--- config.mk ---
export PLATFORM = sky130hd
export DESIGN_NAME = remap_cfg_decoder
export DESIGN_NICKNAME = d
export VERILOG_FILES = /design/src/rtl/remap_cfg_pkg.sv /design/src/rtl/remap_mask_decode.sv /design/src/rtl/remap_shape_build.sv /design/src/rtl/remap_shape_bank.sv /design/src/rtl/remap_cfg_decoder.sv
export SDC_FILE = /design/constraint.sdc
export NUM_CORES = 1
export LEC_CHECK = 0
export BUFFER_PORTS_ARGS = -buffer_cell sky130_fd_sc_hd__buf_2
export CAP_MARGIN = 0
export CORE_MARGIN = 1
export CORE_UTILIZATION = 60
export DETAILED_ROUTE_END_ITERATION = 10
export PLACE_DENSITY_LB_ADDON = 0.2
export SYNTH_ARGS = -nofsm -noshare
export SYNTH_HDL_FRONTEND = slang
export SYNTH_SLANG_ARGS = --single-unit
--- constraint.sdc ---
create_clock -name clk -period 3.63 [get_ports clk]
set_input_delay 0.9075 -clock clk [delete_from_list [all_inputs] [get_ports clk]]
set_output_delay 0.9075 -clock clk [all_outputs]
set_load 0.01 [all_outputs]
--- src/rtl/remap_cfg_pkg.sv ---
package remap_cfg_pkg;

   localparam int NUM_SLOTS   = 5;
   localparam int NUM_DIRECT  = 4;
   localparam int SLOT_CODE_W = 3;
   localparam int EW_W        = 2;

   typedef enum logic [SLOT_CODE_W-1:0] {
      SLOT_IN0  = 3'd0,
      SLOT_IN1  = 3'd1,
      SLOT_IN2  = 3'd2,
      SLOT_OUT0 = 3'd3,
      SLOT_OUT1 = 3'd4
   } slot_e;

   typedef enum logic [EW_W-1:0] {
      EW_64 = 2'd0,
      EW_32 = 2'd1,
      EW_16 = 2'd2,
      EW_8  = 2'd3
   } elem_w_e;

   typedef enum logic {
      ORD_XY = 1'b0,
      ORD_YX = 1'b1
   } order_e;

endpackage

--- src/rtl/remap_mask_decode.sv ---
module remap_mask_decode
   import remap_cfg_pkg::*;
#(
   parameter int SEL_W  = 2,
   parameter int MASK_W = SEL_W + SLOT_CODE_W,
   parameter int NSHAPE = 1 << SEL_W
) (
   input  logic                       mm_i,
   input  logic [MASK_W-1:0]          mask_i,
   output logic [NUM_SLOTS-1:0]       en_o,
   output logic [NUM_SLOTS*SEL_W-1:0] sel_o,
   output logic [NSHAPE-1:0]          wr_o
);

   logic [SLOT_CODE_W-1:0] slot_code;
   logic [SEL_W-1:0]       shp_code;
   logic                   code_ok;

   assign slot_code = mask_i[MASK_W-1 -: SLOT_CODE_W];
   assign shp_code  = mask_i[SEL_W-1:0];
   assign code_ok   = (slot_code <= SLOT_CODE_W'(SLOT_OUT1));

   // per-slot enable and selector
   for (genvar k = 0; k < NUM_SLOTS; k++) begin : g_slot
      logic hit;
      assign hit     = code_ok && (slot_code == SLOT_CODE_W'(k));
      assign en_o[k] = mm_i ? hit : mask_i[k];
      if (k < NUM_DIRECT) begin : g_direct
         assign sel_o[k*SEL_W +: SEL_W] = mm_i ? (hit ? shp_code : '0)
                                               : (mask_i[k] ? SEL_W'(k) : '0);
      end else begin : g_nodirect
         assign sel_o[k*SEL_W +: SEL_W] = (mm_i && hit) ? shp_code : '0;
      end
   end

   // which shapes receive new contents; the rest are cleared
   for (genvar s = 0; s < NSHAPE; s++) begin : g_wr
      if (s < NUM_DIRECT) begin : g_direct
         assign wr_o[s] = mm_i ? (shp_code == SEL_W'(s)) : mask_i[s];
      end else begin : g_sel_only
         assign wr_o[s] = mm_i && (shp_code == SEL_W'(s));
      end
   end

endmodule

--- src/rtl/remap_shape_build.sv ---
module remap_shape_build
   import remap_cfg_pkg::*;
#(
   parameter int GRP_W  = 5,
   parameter int DIM_W  = 6,
   parameter int SKIP_W = 2,
   parameter int INV_W  = 3,
   localparam int BASE_W = GRP_W + 1
) (
   input  logic [GRP_W-1:0]  grp_i,
   input  logic [DIM_W-1:0]  dim_i,
   input  logic              yx_i,
   input  logic [SKIP_W-1:0] skip_i,
   input  logic [EW_W-1:0]   ew_i,
   output logic [BASE_W-1:0] base_o,
   output logic [DIM_W-1:0]  xdim_o,
   output logic [DIM_W-1:0]  ydim_o,
   output logic [SKIP_W-1:0] skip_o,
   output logic [INV_W-1:0]  inv_o,
   output logic              order_o,
   output logic [EW_W-1:0]   ew_o
);

   localparam logic [DIM_W-1:0] DIM_ONE = DIM_W'(1);

   order_e  ord;
   elem_w_e ew_code;

   assign ord     = yx_i ? ORD_YX : ORD_XY;
   assign ew_code = elem_w_e'(ew_i);

   assign base_o  = {grp_i, 1'b0};
   assign xdim_o  = (ord == ORD_YX) ? DIM_ONE : dim_i;
   assign ydim_o  = (ord == ORD_YX) ? dim_i   : DIM_ONE;
   assign skip_o  = skip_i;
   assign inv_o   = '0;
   assign order_o = ord;
   assign ew_o    = ew_code;

endmodule

--- src/rtl/remap_shape_bank.sv ---
module remap_shape_bank
   import remap_cfg_pkg::*;
#(
   parameter int SEL_W   = 2,
   parameter int BASE_W  = 6,
   parameter int DIM_W   = 6,
   parameter int SKIP_W  = 2,
   parameter int INV_W   = 3,
   parameter bit RD_PIPE = 1'b0,
   localparam int NSHAPE = 1 << SEL_W
) (
   input  logic              clk,
   input  logic              rst_n,
   input  logic              exec_i,
   input  logic [NSHAPE-1:0] wr_i,
   input  logic [BASE_W-1:0] base_i,
   input  logic [DIM_W-1:0]  xdim_i,
   input  logic [DIM_W-1:0]  ydim_i,
   input  logic [SKIP_W-1:0] skip_i,
   input  logic [INV_W-1:0]  inv_i,
   input  logic              order_i,
   input  logic [EW_W-1:0]   ew_i,
   input  logic [SEL_W-1:0]  rd_idx_i,
   output logic [BASE_W-1:0] rd_base_o,
   output logic [DIM_W-1:0]  rd_xdim_o,
   output logic [DIM_W-1:0]  rd_ydim_o,
   output logic [SKIP_W-1:0] rd_skip_o,
   output logic [INV_W-1:0]  rd_inv_o,
   output logic              rd_order_o,
   output logic [EW_W-1:0]   rd_ew_o
);

   // packed layout of one shape word, LSB first
   localparam int OFS_BASE  = 0;
   localparam int OFS_XDIM  = OFS_BASE + BASE_W;
   localparam int OFS_YDIM  = OFS_XDIM + DIM_W;
   localparam int OFS_SKIP  = OFS_YDIM + DIM_W;
   localparam int OFS_INV   = OFS_SKIP + SKIP_W;
   localparam int OFS_ORDER = OFS_INV + INV_W;
   localparam int OFS_EW    = OFS_ORDER + 1;
   localparam int SHP_W     = OFS_EW + EW_W;

   logic [SHP_W-1:0] wr_word;
   logic [SHP_W-1:0] words [NSHAPE];
   logic [SHP_W-1:0] rd_word;
   logic [SHP_W-1:0] rd_out;

   assign wr_word = {ew_i, order_i, inv_i, skip_i, ydim_i, xdim_i, base_i};

   for (genvar s = 0; s < NSHAPE; s++) begin : g_shape
      logic [SHP_W-1:0] q;
      always_ff @(posedge clk) begin
         if (!rst_n) begin
            q <= '0;
         end else if (exec_i) begin
            q <= wr_i[s] ? wr_word : '0;
         end
      end
      assign words[s] = q;
   end

   assign rd_word = words[rd_idx_i];

   if (RD_PIPE) begin : g_rd_reg
      logic [SHP_W-1:0] rd_q;
      always_ff @(posedge clk) begin
         if (!rst_n) begin
            rd_q <= '0;
         end else begin
            rd_q <= rd_word;
         end
      end
      assign rd_out = rd_q;
   end else begin : g_rd_comb
      assign rd_out = rd_word;
   end

   assign rd_base_o  = rd_out[OFS_BASE  +: BASE_W];
   assign rd_xdim_o  = rd_out[OFS_XDIM  +: DIM_W];
   assign rd_ydim_o  = rd_out[OFS_YDIM  +: DIM_W];
   assign rd_skip_o  = rd_out[OFS_SKIP  +: SKIP_W];
   assign rd_inv_o   = rd_out[OFS_INV   +: INV_W];
   assign rd_order_o = rd_out[OFS_ORDER];
   assign rd_ew_o    = rd_out[OFS_EW    +: EW_W];

endmodule

--- src/rtl/remap_cfg_decoder.sv ---
module remap_cfg_decoder
   import remap_cfg_pkg::*;
#(
   parameter int GRP_W   = 5,
   parameter int DIM_W   = 6,
   parameter int SKIP_W  = 2,
   parameter int INV_W   = 3,
   parameter int SEL_W   = 2,
   parameter bit RD_PIPE = 1'b0
) (
   input  logic                   clk,
   input  logic                   rst_n,
   input  logic                   exec_i,
   input  logic [GRP_W-1:0]       grp_i,
   input  logic [SEL_W+2:0]       mask_i,
   input  logic [DIM_W-1:0]       dim_i,
   input  logic [1:0]             ew_i,
   input  logic                   yx_i,
   input  logic                   mm_i,
   input  logic [SKIP_W-1:0]      skip_i,
   output logic                   persist_o,
   output logic [4:0]             en_o,
   output logic [5*SEL_W-1:0]     sel_o,
   input  logic [SEL_W-1:0]       rd_idx_i,
   output logic [GRP_W:0]         rd_base_o,
   output logic [DIM_W-1:0]       rd_xdim_o,
   output logic [DIM_W-1:0]       rd_ydim_o,
   output logic [SKIP_W-1:0]      rd_skip_o,
   output logic [INV_W-1:0]       rd_inv_o,
   output logic                   rd_order_o,
   output logic [1:0]             rd_ew_o
);

   localparam int MASK_W = SEL_W + SLOT_CODE_W;
   localparam int NSHAPE = 1 << SEL_W;
   localparam int BASE_W = GRP_W + 1;

   // elaboration-time parameter checks
   if (GRP_W < 1) begin : g_bad_grp
      $error("GRP_W must be at least 1");
   end
   if (DIM_W < 2) begin : g_bad_dim
      $error("DIM_W must be at least 2");
   end
   if (SEL_W < 2) begin : g_bad_sel
      $error("SEL_W must be at least 2 so that four direct shapes exist");
   end
   if (SKIP_W < 1 || INV_W < 1) begin : g_bad_fields
      $error("SKIP_W and INV_W must be at least 1");
   end
   if (MASK_W < NUM_SLOTS) begin : g_bad_mask
      $error("mask narrower than the slot count");
   end

   // decoded mask
   logic [NUM_SLOTS-1:0]       dec_en;
   logic [NUM_SLOTS*SEL_W-1:0] dec_sel;
   logic [NSHAPE-1:0]          dec_wr;

   remap_mask_decode #(
      .SEL_W  (SEL_W),
      .MASK_W (MASK_W),
      .NSHAPE (NSHAPE)
   ) u_decode (
      .mm_i   (mm_i),
      .mask_i (mask_i),
      .en_o   (dec_en),
      .sel_o  (dec_sel),
      .wr_o   (dec_wr)
   );

   // new shape contents
   logic [BASE_W-1:0] nb_base;
   logic [DIM_W-1:0]  nb_xdim;
   logic [DIM_W-1:0]  nb_ydim;
   logic [SKIP_W-1:0] nb_skip;
   logic [INV_W-1:0]  nb_inv;
   logic              nb_order;
   logic [EW_W-1:0]   nb_ew;

   remap_shape_build #(
      .GRP_W  (GRP_W),
      .DIM_W  (DIM_W),
      .SKIP_W (SKIP_W),
      .INV_W  (INV_W)
   ) u_build (
      .grp_i   (grp_i),
      .dim_i   (dim_i),
      .yx_i    (yx_i),
      .skip_i  (skip_i),
      .ew_i    (ew_i),
      .base_o  (nb_base),
      .xdim_o  (nb_xdim),
      .ydim_o  (nb_ydim),
      .skip_o  (nb_skip),
      .inv_o   (nb_inv),
      .order_o (nb_order),
      .ew_o    (nb_ew)
   );

   remap_shape_bank #(
      .SEL_W   (SEL_W),
      .BASE_W  (BASE_W),
      .DIM_W   (DIM_W),
      .SKIP_W  (SKIP_W),
      .INV_W   (INV_W),
      .RD_PIPE (RD_PIPE)
   ) u_bank (
      .clk        (clk),
      .rst_n      (rst_n),
      .exec_i     (exec_i),
      .wr_i       (dec_wr),
      .base_i     (nb_base),
      .xdim_i     (nb_xdim),
      .ydim_i     (nb_ydim),
      .skip_i     (nb_skip),
      .inv_i      (nb_inv),
      .order_i    (nb_order),
      .ew_i       (nb_ew),
      .rd_idx_i   (rd_idx_i),
      .rd_base_o  (rd_base_o),
      .rd_xdim_o  (rd_xdim_o),
      .rd_ydim_o  (rd_ydim_o),
      .rd_skip_o  (rd_skip_o),
      .rd_inv_o   (rd_inv_o),
      .rd_order_o (rd_order_o),
      .rd_ew_o    (rd_ew_o)
   );

   // state word
   logic                       persist_q;
   logic [NUM_SLOTS-1:0]       en_q;
   logic [NUM_SLOTS*SEL_W-1:0] sel_q;

   always_ff @(posedge clk) begin
      if (!rst_n) begin
         persist_q <= 1'b0;
         en_q      <= '0;
         sel_q     <= '0;
      end else if (exec_i) begin
         persist_q <= mm_i;
         en_q      <= dec_en;
         sel_q     <= dec_sel;
      end
   end

   assign persist_o = persist_q;
   assign en_o      = en_q;
   assign sel_o     = sel_q;

endmodule

After elaboration in Yosys (flattened, before gate mapping)
Cells that the tools add are included.

cells by class
  add/sub/neg operators = 0
  multiply operators = 0
  divide/modulo/power cells = 0
  $lt $le $gt $ge = 2
  eq/ne operators = 7
  shifts and indexed selects = 0
  multiplexer cells = 31
  bitwise operators = 1
  reductions and logical operators = 8

operators by type and width
  cell                                                                    number
  26-bit two-way mux                                                      6
  26-bit binary-select mux with 2-bit select                              1
  2-bit two-way mux                                                       11
  6-bit two-way mux                                                       2
  1-bit two-way mux                                                       11
  3-bit by 2-bit equality test with 1-bit output (second input constant)  2
  1-bit logical AND                                                       6
  2-bit equality test (second input constant)                             2
  3-bit by 1-bit equality test with 1-bit output (second input constant)  1
  3-bit equality test (second input constant)                             1
  3-bit greater-or-equal comparator (second input constant)               1
  3-bit less-or-equal comparator (second input constant)                  1
  3-bit zero test                                                         1
  2-bit inverter with 3-bit output                                        1
  2-bit by 1-bit equality test with 1-bit output (second input constant)  1
  2-bit zero test                                                         1

storage, ports and cells
  flip-flop bits (word level) = 120
  bits in latches = 0
  RAM bits = 0
  memory bits (read-only) = 0
  bits of input ports = 27
  output and inout port bits = 42
  logic and storage cells = 56
  memories kept = 0

Depth between registers and ports, before layout
Gate-level depths: netlist of the first run.

  depth after elaboration = 4
  depth in mapped cells = 5
  mapped depth without buffers = 3

Cells and area by module
A second synthesis of the first run with hierarchy kept.

unflattened totals
  cells, all modules = 609
  area total of the unflattened synthesis = 5,995.8 um2

by module, submodules not included
  module             times used  cells an instance  area each (um2)  sequential area each (um2)
  remap_shape_bank   1           494                4,949.7          2,082.0
  remap_cfg_decoder  1           51                 615.6            320.3
  remap_mask_decode  1           36                 232.7            0.0
  remap_shape_build  1           28                 197.7            0.0

Least setup slack after synthesis of the first run
Ideal clock, no wire load.

  kind = input to output
  start = input rd_idx_i[1]
  end = output rd_ew_o[0]
  arrival = 1.651 ns
  data required time = 2.723 ns
  path slack = 1.072 ns
  stages = 3
  buffers on the path = 2
  cell sequence = buf_4 -> buf_2 -> mux4_2

between the ends
  cells in the longest elaborated chain, start to end = 4

ends and longest elaborated chain
  element                                                 RTL line                 text
  start: declaration                                      remap_cfg_decoder.sv:24  input logic [SEL_W-1:0] rd_idx_i,
  2-bit inverter with 3-bit output (implied by the code)  remap_shape_bank.sv:62   assign rd_word = words[rd_idx_i];
  26-bit binary-select mux with 2-bit select              remap_shape_bank.sv:62
  26-bit two-way mux (implied by the code) (2 in series)  remap_shape_bank.sv:62
  end: declaration                                        remap_cfg_decoder.sv:31  output logic [1:0] rd_ew_o

Every way passes these cells. The select of a mux whose other input is x is not followed.

Final worst setup path of the first run
  start = input rd_idx_i[1]
  end = output rd_xdim_o[0]

between the ends
  cells in the longest elaborated chain, start to end = 4

ends and longest elaborated chain
  element                                                 RTL line                 text
  2-bit inverter with 3-bit output (implied by the code)  remap_shape_bank.sv:62
  26-bit binary-select mux with 2-bit select              remap_shape_bank.sv:62
  26-bit two-way mux (implied by the code) (2 in series)  remap_shape_bank.sv:62
  end: declaration                                        remap_cfg_decoder.sv:26  output logic [DIM_W-1:0] rd_xdim_o,

Every way passes these cells. The select of a mux whose other input is x is not followed.

==> results by group, run 1 <==
Floorplanning
  – Starting Density: 62.6%
  – # rows: 30
  – Die X: 86.4 um
  – Area of the core: 6830 sq um
  – Die Y-Extent: 86.4 um
  – I/O Pins: a little under 70
  – Die area: between 7000 and 8000 sq um

Route
  – WL final: 9760 um
  – Antenna viol nets, final: 0
  – TritonRoute pass-1 iters: 5
  – Routed wire per std cell: approximately 17 um
  – DR vias/cell: 6.12
  – Vias: about 3600
  – DR iter-0 viols: 312
  – DRC: 0

Yosys
  – Sequential fraction of the synthesis area: 48.7%
  – Number of synthesized flops with an enable pin: 0
  – Mux cell area share after synthesis: 11.8%
  – Ys Warns: 0
  – Synth Flop Type: dfxtp_1
  – Synth Instances: 447
  – Post-synthesis xor/xnor area fraction: 0%
  – Adder-cell share of the synthesized area: 0%
  – Synth Register Bits: 104
  – Synth area leader: dfxtp_1
  – Largest family of logic cells by synthesized area: simple AND/OR/NAND/NOR gates
  – Post-synthesis compound-gate area fraction: 15.1%
  – Post-synth ARST share: 0%
  – Post-Synth Simple-Gate Area: 19.1%
  – Syn_area_per_cell: 9.56 sq um
  – Top post-synthesis cells by area: dfxtp_1 (49%), mux4_2 (12%), nand3_1 (9.6%), o21ai_0 (8.9%), nand2_1 (3.5%)
  – Synth top area share: 48.7%
  – Mapped Area: 4270 sq um
  – Synth unique cells: 34

Min path
  – Hold Path Origin: u_bank.g_shape[0].q[19]
  – Endpoint, Worst Hold: u_bank.g_shape[0].q[19]
  – Worst hold path cell count: 2
  – Hold Path Class: flop to flop

Timing
  – Slew headroom: a little over two fifths
  – Fin crit share: 82.3%
  – Final Hold Slack: roughly 0.47 ns
  – Measured slew at the worst slew-check pin: 0.862 ns
  – RSZ-0062 raised after global routing: no
  – Min cycle time layout: 2.99 ns
  – Slew Viols, Final: 0
  – Fin worst setup slack: 0.641 ns
  – Fin Setup TNS: 0 ns
  – Final hold vios: 0
  – Clk_skew: 0 ns
  – Final setup fails: 0
  – Peak Freq: 0.335 GHz

Worst setup path
  – CP required: 2.72 ns
  – Origin of the worst setup path: rd_idx_i[1]
  – Reg2reg start: sel_o[1]
  – Crit-path max FO: 15
  – Critical R2R Capture: sel_o[1]
  – Crit path DAT: 2.08 ns
  – R2R Setup Slk: 2.93 ns
  – Worst Reg-to-Reg Cells: 2
  – Setup Crit Path Kind: input pin to primary output
  – CP Capture Type: primary output
  – Crit start category: input pin

Place
  – Final Wtd Congestion: 0.760
  – Buffers on Ports: 64
  – Pre-CTS WS: 0.637 ns
  – Final HPWL DP: between 6000 and 7000 um
  – DP Area: 4590 sq um

Clock network
  – Hold_buf cts: 0
  – Post-CTS Setup Bufs: 0
  – Clk sinks: 104
  – CTS H-Tree Depth: 3
  – Reg clk slew, reported paths: 0.09 ns
  – Clk_lat worst skew: ~0.35 ns
  – Root Driver: clkbuf_8
  – CTS Buf Count: 9
  – # resized after CTS: 0
  – Clk buf depth: 2
  – CTS tree: yes

Cells and area
  – Nets: 514
  – Area Growth Syn to Fin: 12.7%
  – Share of cells above drive strength 1: 24.2%
  – Number of diodes: 0
  – Post-route core utilization: 70.5%
  – Post-route cell area: 4820 sq um

Power and ir drop
  – Peak VDD IR: 200 uV
  – Pwr Density: 463 nW/um^2
  – Static Leak: ~1.8 nW

Global route
  – Global route total overflow: 0
  – Largest net degree at the start of global routing: 109
  – Vias in the first global route: 3283
  – Initial antenna violation count: 0
  – GRT Overall Usage: 27.2%
  – First-pass GRT wire length: 15800 um

Run
  – Max_cap viols: 0

Run status
  – Status: finished clean
[power breakdown]
group          internal [W]  switching, W  total [W]
sequential          0.00118     0.0000197    0.00120
combinational     0.0000833      0.000145   0.000228
clock              0.000411      0.000393   0.000804
total               0.00167      0.000557    0.00223
[cell type report]
cell class	count	area, sq um
tap	96	120
inverter	1	3.75
fill	551	2010
multi-input combinational	299	1980
clock buffer	10	138
sequential	104	2080
clock inverter	6	90.1
timing repair buffer	72	405
[routing by layer]
metal | wire, um | part of all wire (%) | vias to the layer above | GRT usage [%]
met1 | 4250 | 44 | 1756 | 36.4
met4 | 104 | 1.1 | 0 | 9.24
met2 | 4880 | 50 | 135 | 45.5
met3 | 521 | 5.3 | 11 | 3.81
li1 | - | - | 1696 | -
met5 | 0 | 0 | - | 0
[cell usage after synthesis, types with 3 or more instances]
library cell  instances
a21oi_1              25
buf_2                14
buf_4                 6
nand4b_1              5
dfxtp_1             104
a21boi_0              3
o21ai_0              76
and2_1                4
nand2_1              40
nor2_1                6
clkbuf_1             25
nand3_1              82
mux4_2               22
o2bb2ai_1             4
nand4_1               5
[flip-flops by register name, summed over array words and instances, names as in the netlist]
register	cells
persist_o	1
en_o	5
sel_o	10
u_bank.g_shape.q	88
[layout by cell type, fill, tap and decap left out, types with 2 or more instances in the layout]
cell       count
mux4_2        22
nor3_1         2
a31oi_1        2
nor2_1         6
inv_6          2
nand3_1       82
buf_2         64
o31ai_4        2
and3b_1        2
a21oi_1       25
buf_12         2
buf_4          6
o21ai_0       76
conb_1         4
a21boi_0       3
and2_1         4
nand4_1        5
o2bb2ai_1      4
clkbuf_8      10
nand4b_1       5
nor2b_1        2
and4bb_2       2
nand2_1       40
dfxtp_1      104
nand2b_1       2
bufinv_16      2
[per-stage QoR]
step,total power [W],instances
2_1_floorplan,0.00138,450
3_5_place_dp,0.00145,572
6_report,0.00223,588
5_1_grt,0.00231,588
4_1_cts,0.00223,588
3_3_place_gp,0.00144,572
[how the worst max path moves through the flow]
stage | end | depth (start not counted)
2_1_floorplan | rd_ew_o[0] | 3
3_3_place_gp | rd_ydim_o[3] | 4
3_5_place_dp | rd_xdim_o[0] | 3
4_1_cts | rd_xdim_o[0] | 3
5_1_grt | rd_ydim_o[0] | 4
6_report | rd_xdim_o[0] | 3
[logic make-up after synthesis]
logic type	after synthesis
other	1
and+or+nand+nor	157
DFF	104
AOI/OAI and AO/OA	115
buffers and inverters	47
muxes	23
[critical path, stage by stage]
cell    delay [ns]
buf_2         0.40
mux4_2        0.60
buf_2         0.16
(Power assumes the default switching activity.)
==> run 2: changes to the inputs <==
--- a/config.mk
+++ b/config.mk
@@ -8,7 +8,7 @@
 export BUFFER_PORTS_ARGS = -buffer_cell sky130_fd_sc_hd__buf_2
 export CAP_MARGIN = 0
 export CORE_MARGIN = 1
-export CORE_UTILIZATION = 60
+export CORE_UTILIZATION = 50
 export DETAILED_ROUTE_END_ITERATION = 10
 export PLACE_DENSITY_LB_ADDON = 0.2
 export SYNTH_ARGS = -nofsm -noshare
==> constraint.sdc (replaced) <==
create_clock -name clk -period 2.4 [get_ports clk]
set_input_delay 0.6 -clock clk [delete_from_list [all_inputs] [get_ports clk]]
set_output_delay 0.6 -clock clk [all_outputs]
set_load 0.01 [all_outputs]
==> run 2 against run 1 <==
Effect of this change:
- core utilization decreased by 12 points
- sequential power rose by 51%
- clock power increased by 34%
- worst hold slack improved by 0.0023 ns
- sequential cell count stayed put
- critical endpoint is now rd_xdim_o[5]
- critical path type unchanged
- cell area is 0.16% higher
- sequential share of layout area fell by 0.067 points
- die area up 20%
==> results by group, run 2 (synthesis gave the netlist of run 1 again) <==
Power and ir drop
  – Combinational fraction of design power: a little over a tenth
  – Pwr Density: 673 nW/um^2
  – Total power: about 0.0032 W
  – Static Leak: 1.83 nW
  – Seq pwr share: 55.8%
  – Sw Share: 26.0%
  – Sw Pwr: approximately 0.00085 W
  – Clock power frac: between 30% and 40%
  – Internal: 0.00240 W
  – Peak VDD IR: 300 uV

Global route
  – Global route total overflow: 0
  – GRT Overall Usage: 23.2%
  – First-pass GRT wire length: roughly 16000 um
  – Largest net degree at the start of global routing: 109
  – Initial antenna violation count: 0
  – Vias in the first global route: 3110

Timing
  – Fin crit share: approximately nine tenths
  – Min cycle time layout: roughly 2.2 ns
  – Final hold vios: 0
  – Measured slew at the worst slew-check pin: 0.648 ns
  – RSZ-0062 raised after global routing: no
  – Clk_skew: 0 ns
  – Slew Viols, Final: 0
  – Fin Setup TNS: 0 ns
  – Peak Freq: 0.454 GHz
  – Slew headroom: 56.8%
  – Final setup fails: 0

Cells and area
  – Finished Layout Cells: 599
  – Most common cell after layout, fill and taps aside: dfxtp_1
  – Max reg flops: 88
  – Post-route core utilization: 58.4%
  – Nets: between 500 and 600
  – Area Growth Syn to Fin: 12.9%
  – Post-route cell area: between 4000 and 5000 sq um
  – Number of diodes: 0
  – Biggest register: u_bank.g_shape.q
  – Share of cells above drive strength 1: 24.3%
  – Most frequent cells in the layout: dfxtp_1 (104), nand3_1 (82), o21ai_0 (76), buf_2 (64), nand2_1 (40)
  – FILL cells: 766

Clock network
  – Clk_lat worst skew: 0.36 ns
  – Clk buf depth: 2
  – Hold_buf cts: 0
  – Reg clk slew, reported paths: approximately 0.1 ns
  – Post-CTS Setup Bufs: 0
  – # resized after CTS: 0
  – Clk sinks: 104
  – CTS H-Tree Depth: 3
  – CTS Buf Count: 9
  – Root Driver: clkbuf_8
  – CTS tree: yes

Route
  – DR vias/cell: 5.86
  – Antenna viol nets, final: 0
  – DR iter-0 viols: 179
  – DRC: 0
  – Routed wire per std cell: 16.6 um
  – Vias: 3509
  – TritonRoute pass-1 iters: 4
  – WL final: 9950 um

Worst setup path
  – CP max stage cell: mux4_2
  – Crit-path max FO: 22
  – Worst-path cell chain: buf_2, buf_12, mux4_2, buf_2
  – R2R Setup Slk: 1.70 ns
  – Crit path DAT: 1.60 ns
  – Worst Reg-to-Reg Cells: 2
  – Reg2reg start: sel_o[2]
  – CP Capture Type: primary output
  – Setup Crit Path Kind: input pin to primary output
  – CP peak stage delay: 0.54 ns
  – Crit start category: input pin
  – Origin of the worst setup path: rd_idx_i[0]
  – Worst setup path endpoint: rd_xdim_o[5]
  – Critical R2R Capture: sel_o[2]
  – CP most frequent cell: buf_2
  – CP required: between 1.5 and 2 ns

Place
  – Buffers on Ports: between 60 and 70
  – DP Area: about 4600 sq um
  – Dpl cells: 583
  – Final HPWL DP: 6130 um
  – Final Wtd Congestion: 0.792

Run status
  – Status: finished clean

Min path
  – Hold Path Class: flop to flop

Floorplanning
  – Die area: 8920 sq um
  – Starting Density: 51.8%
  – # rows: 33
  – Die Y-Extent: ~94 um
  – I/O Pins: 69
  – Die X: roughly 94 um
  – Area of the core: 8260 sq um

Run
  – Max_cap viols: 0
run 2: cell types whose count changed in the layout (fill, tap and decap cells not counted), sizes merged:
cell | before | now
buf | 72 | 74
bufinv | 2 | 1
inv | 3 | 2
clkinv | 1 | 3
run 2: power by group through the flow:
stage | Clock, W | Sequential [W] | Combinational (W)
2_1_floorplan | 0 | 0.00185 | 0.000232
3_3_place_gp | 0 | 0.00185 | 0.000346
3_5_place_dp | 0 | 0.00185 | 0.000353
4_1_cts | 0.00112 | 0.00181 | 0.000354
5_1_grt | 0.00118 | 0.00182 | 0.000387
6_report | 0.00108 | 0.00181 | 0.000352
run 2: worst min-delay path by stage:
| stage | from | to | depth (start not counted) | slack [ns] |
|---|---|---|---|---|
| 2_1_floorplan | u_bank.g_shape[0].q[10] | u_bank.g_shape[0].q[10] | 2 | 0.44 |
| 3_3_place_gp | u_bank.g_shape[1].q[18] | u_bank.g_shape[1].q[18] | 2 | 0.45 |
| 3_5_place_dp | u_bank.g_shape[0].q[4] | u_bank.g_shape[0].q[4] | 2 | 0.46 |
| 4_1_cts | u_bank.g_shape[0].q[4] | u_bank.g_shape[0].q[4] | 2 | 0.47 |
| 5_1_grt | u_bank.g_shape[1].q[4] | u_bank.g_shape[1].q[4] | 2 | 0.49 |
| 6_report | u_bank.g_shape[0].q[3] | u_bank.g_shape[0].q[3] | 2 | 0.47 |
run 2: metrics by stage:
stage / worst slack [ns] / hold WS, ns
2_1_floorplan: 0.457 / 0.439
3_3_place_gp: 0.206 / 0.449
3_5_place_dp: 0.202 / 0.456
4_1_cts: 0.196 / 0.470
5_1_grt: 0.160 / 0.491
6_report: 0.198 / 0.471
run 2: cell type report:
type                            count  area (sq um)  share of cell area [%]
Clock buffer                       10           128                    2.64
Inverter                            1          3.75                  0.0778
Sequential cell                   104          2080                    43.1
Multi-Input combinational cell    299          1980                    41.0
Clock inverter                      6          68.8                    1.43
Timing Repair Buffer               74           433                    8.97
Tap cell                          105           131                    2.72
run 2: critical path: cells and delay by family:
family	cells	cell delay, ns
mux	1	0.54
buf+inv	3	0.46
run 2: metal layers:
metal  global-route usage (%)  routed length [um]  vias to the layer above
met1                     32.0                4500                     1704
met4                     6.94                 112                        0
met5                        0                   0                        -
met3                     5.80                 501                       10
li1                         -                   -                     1697
met2                     35.9                4840                       98
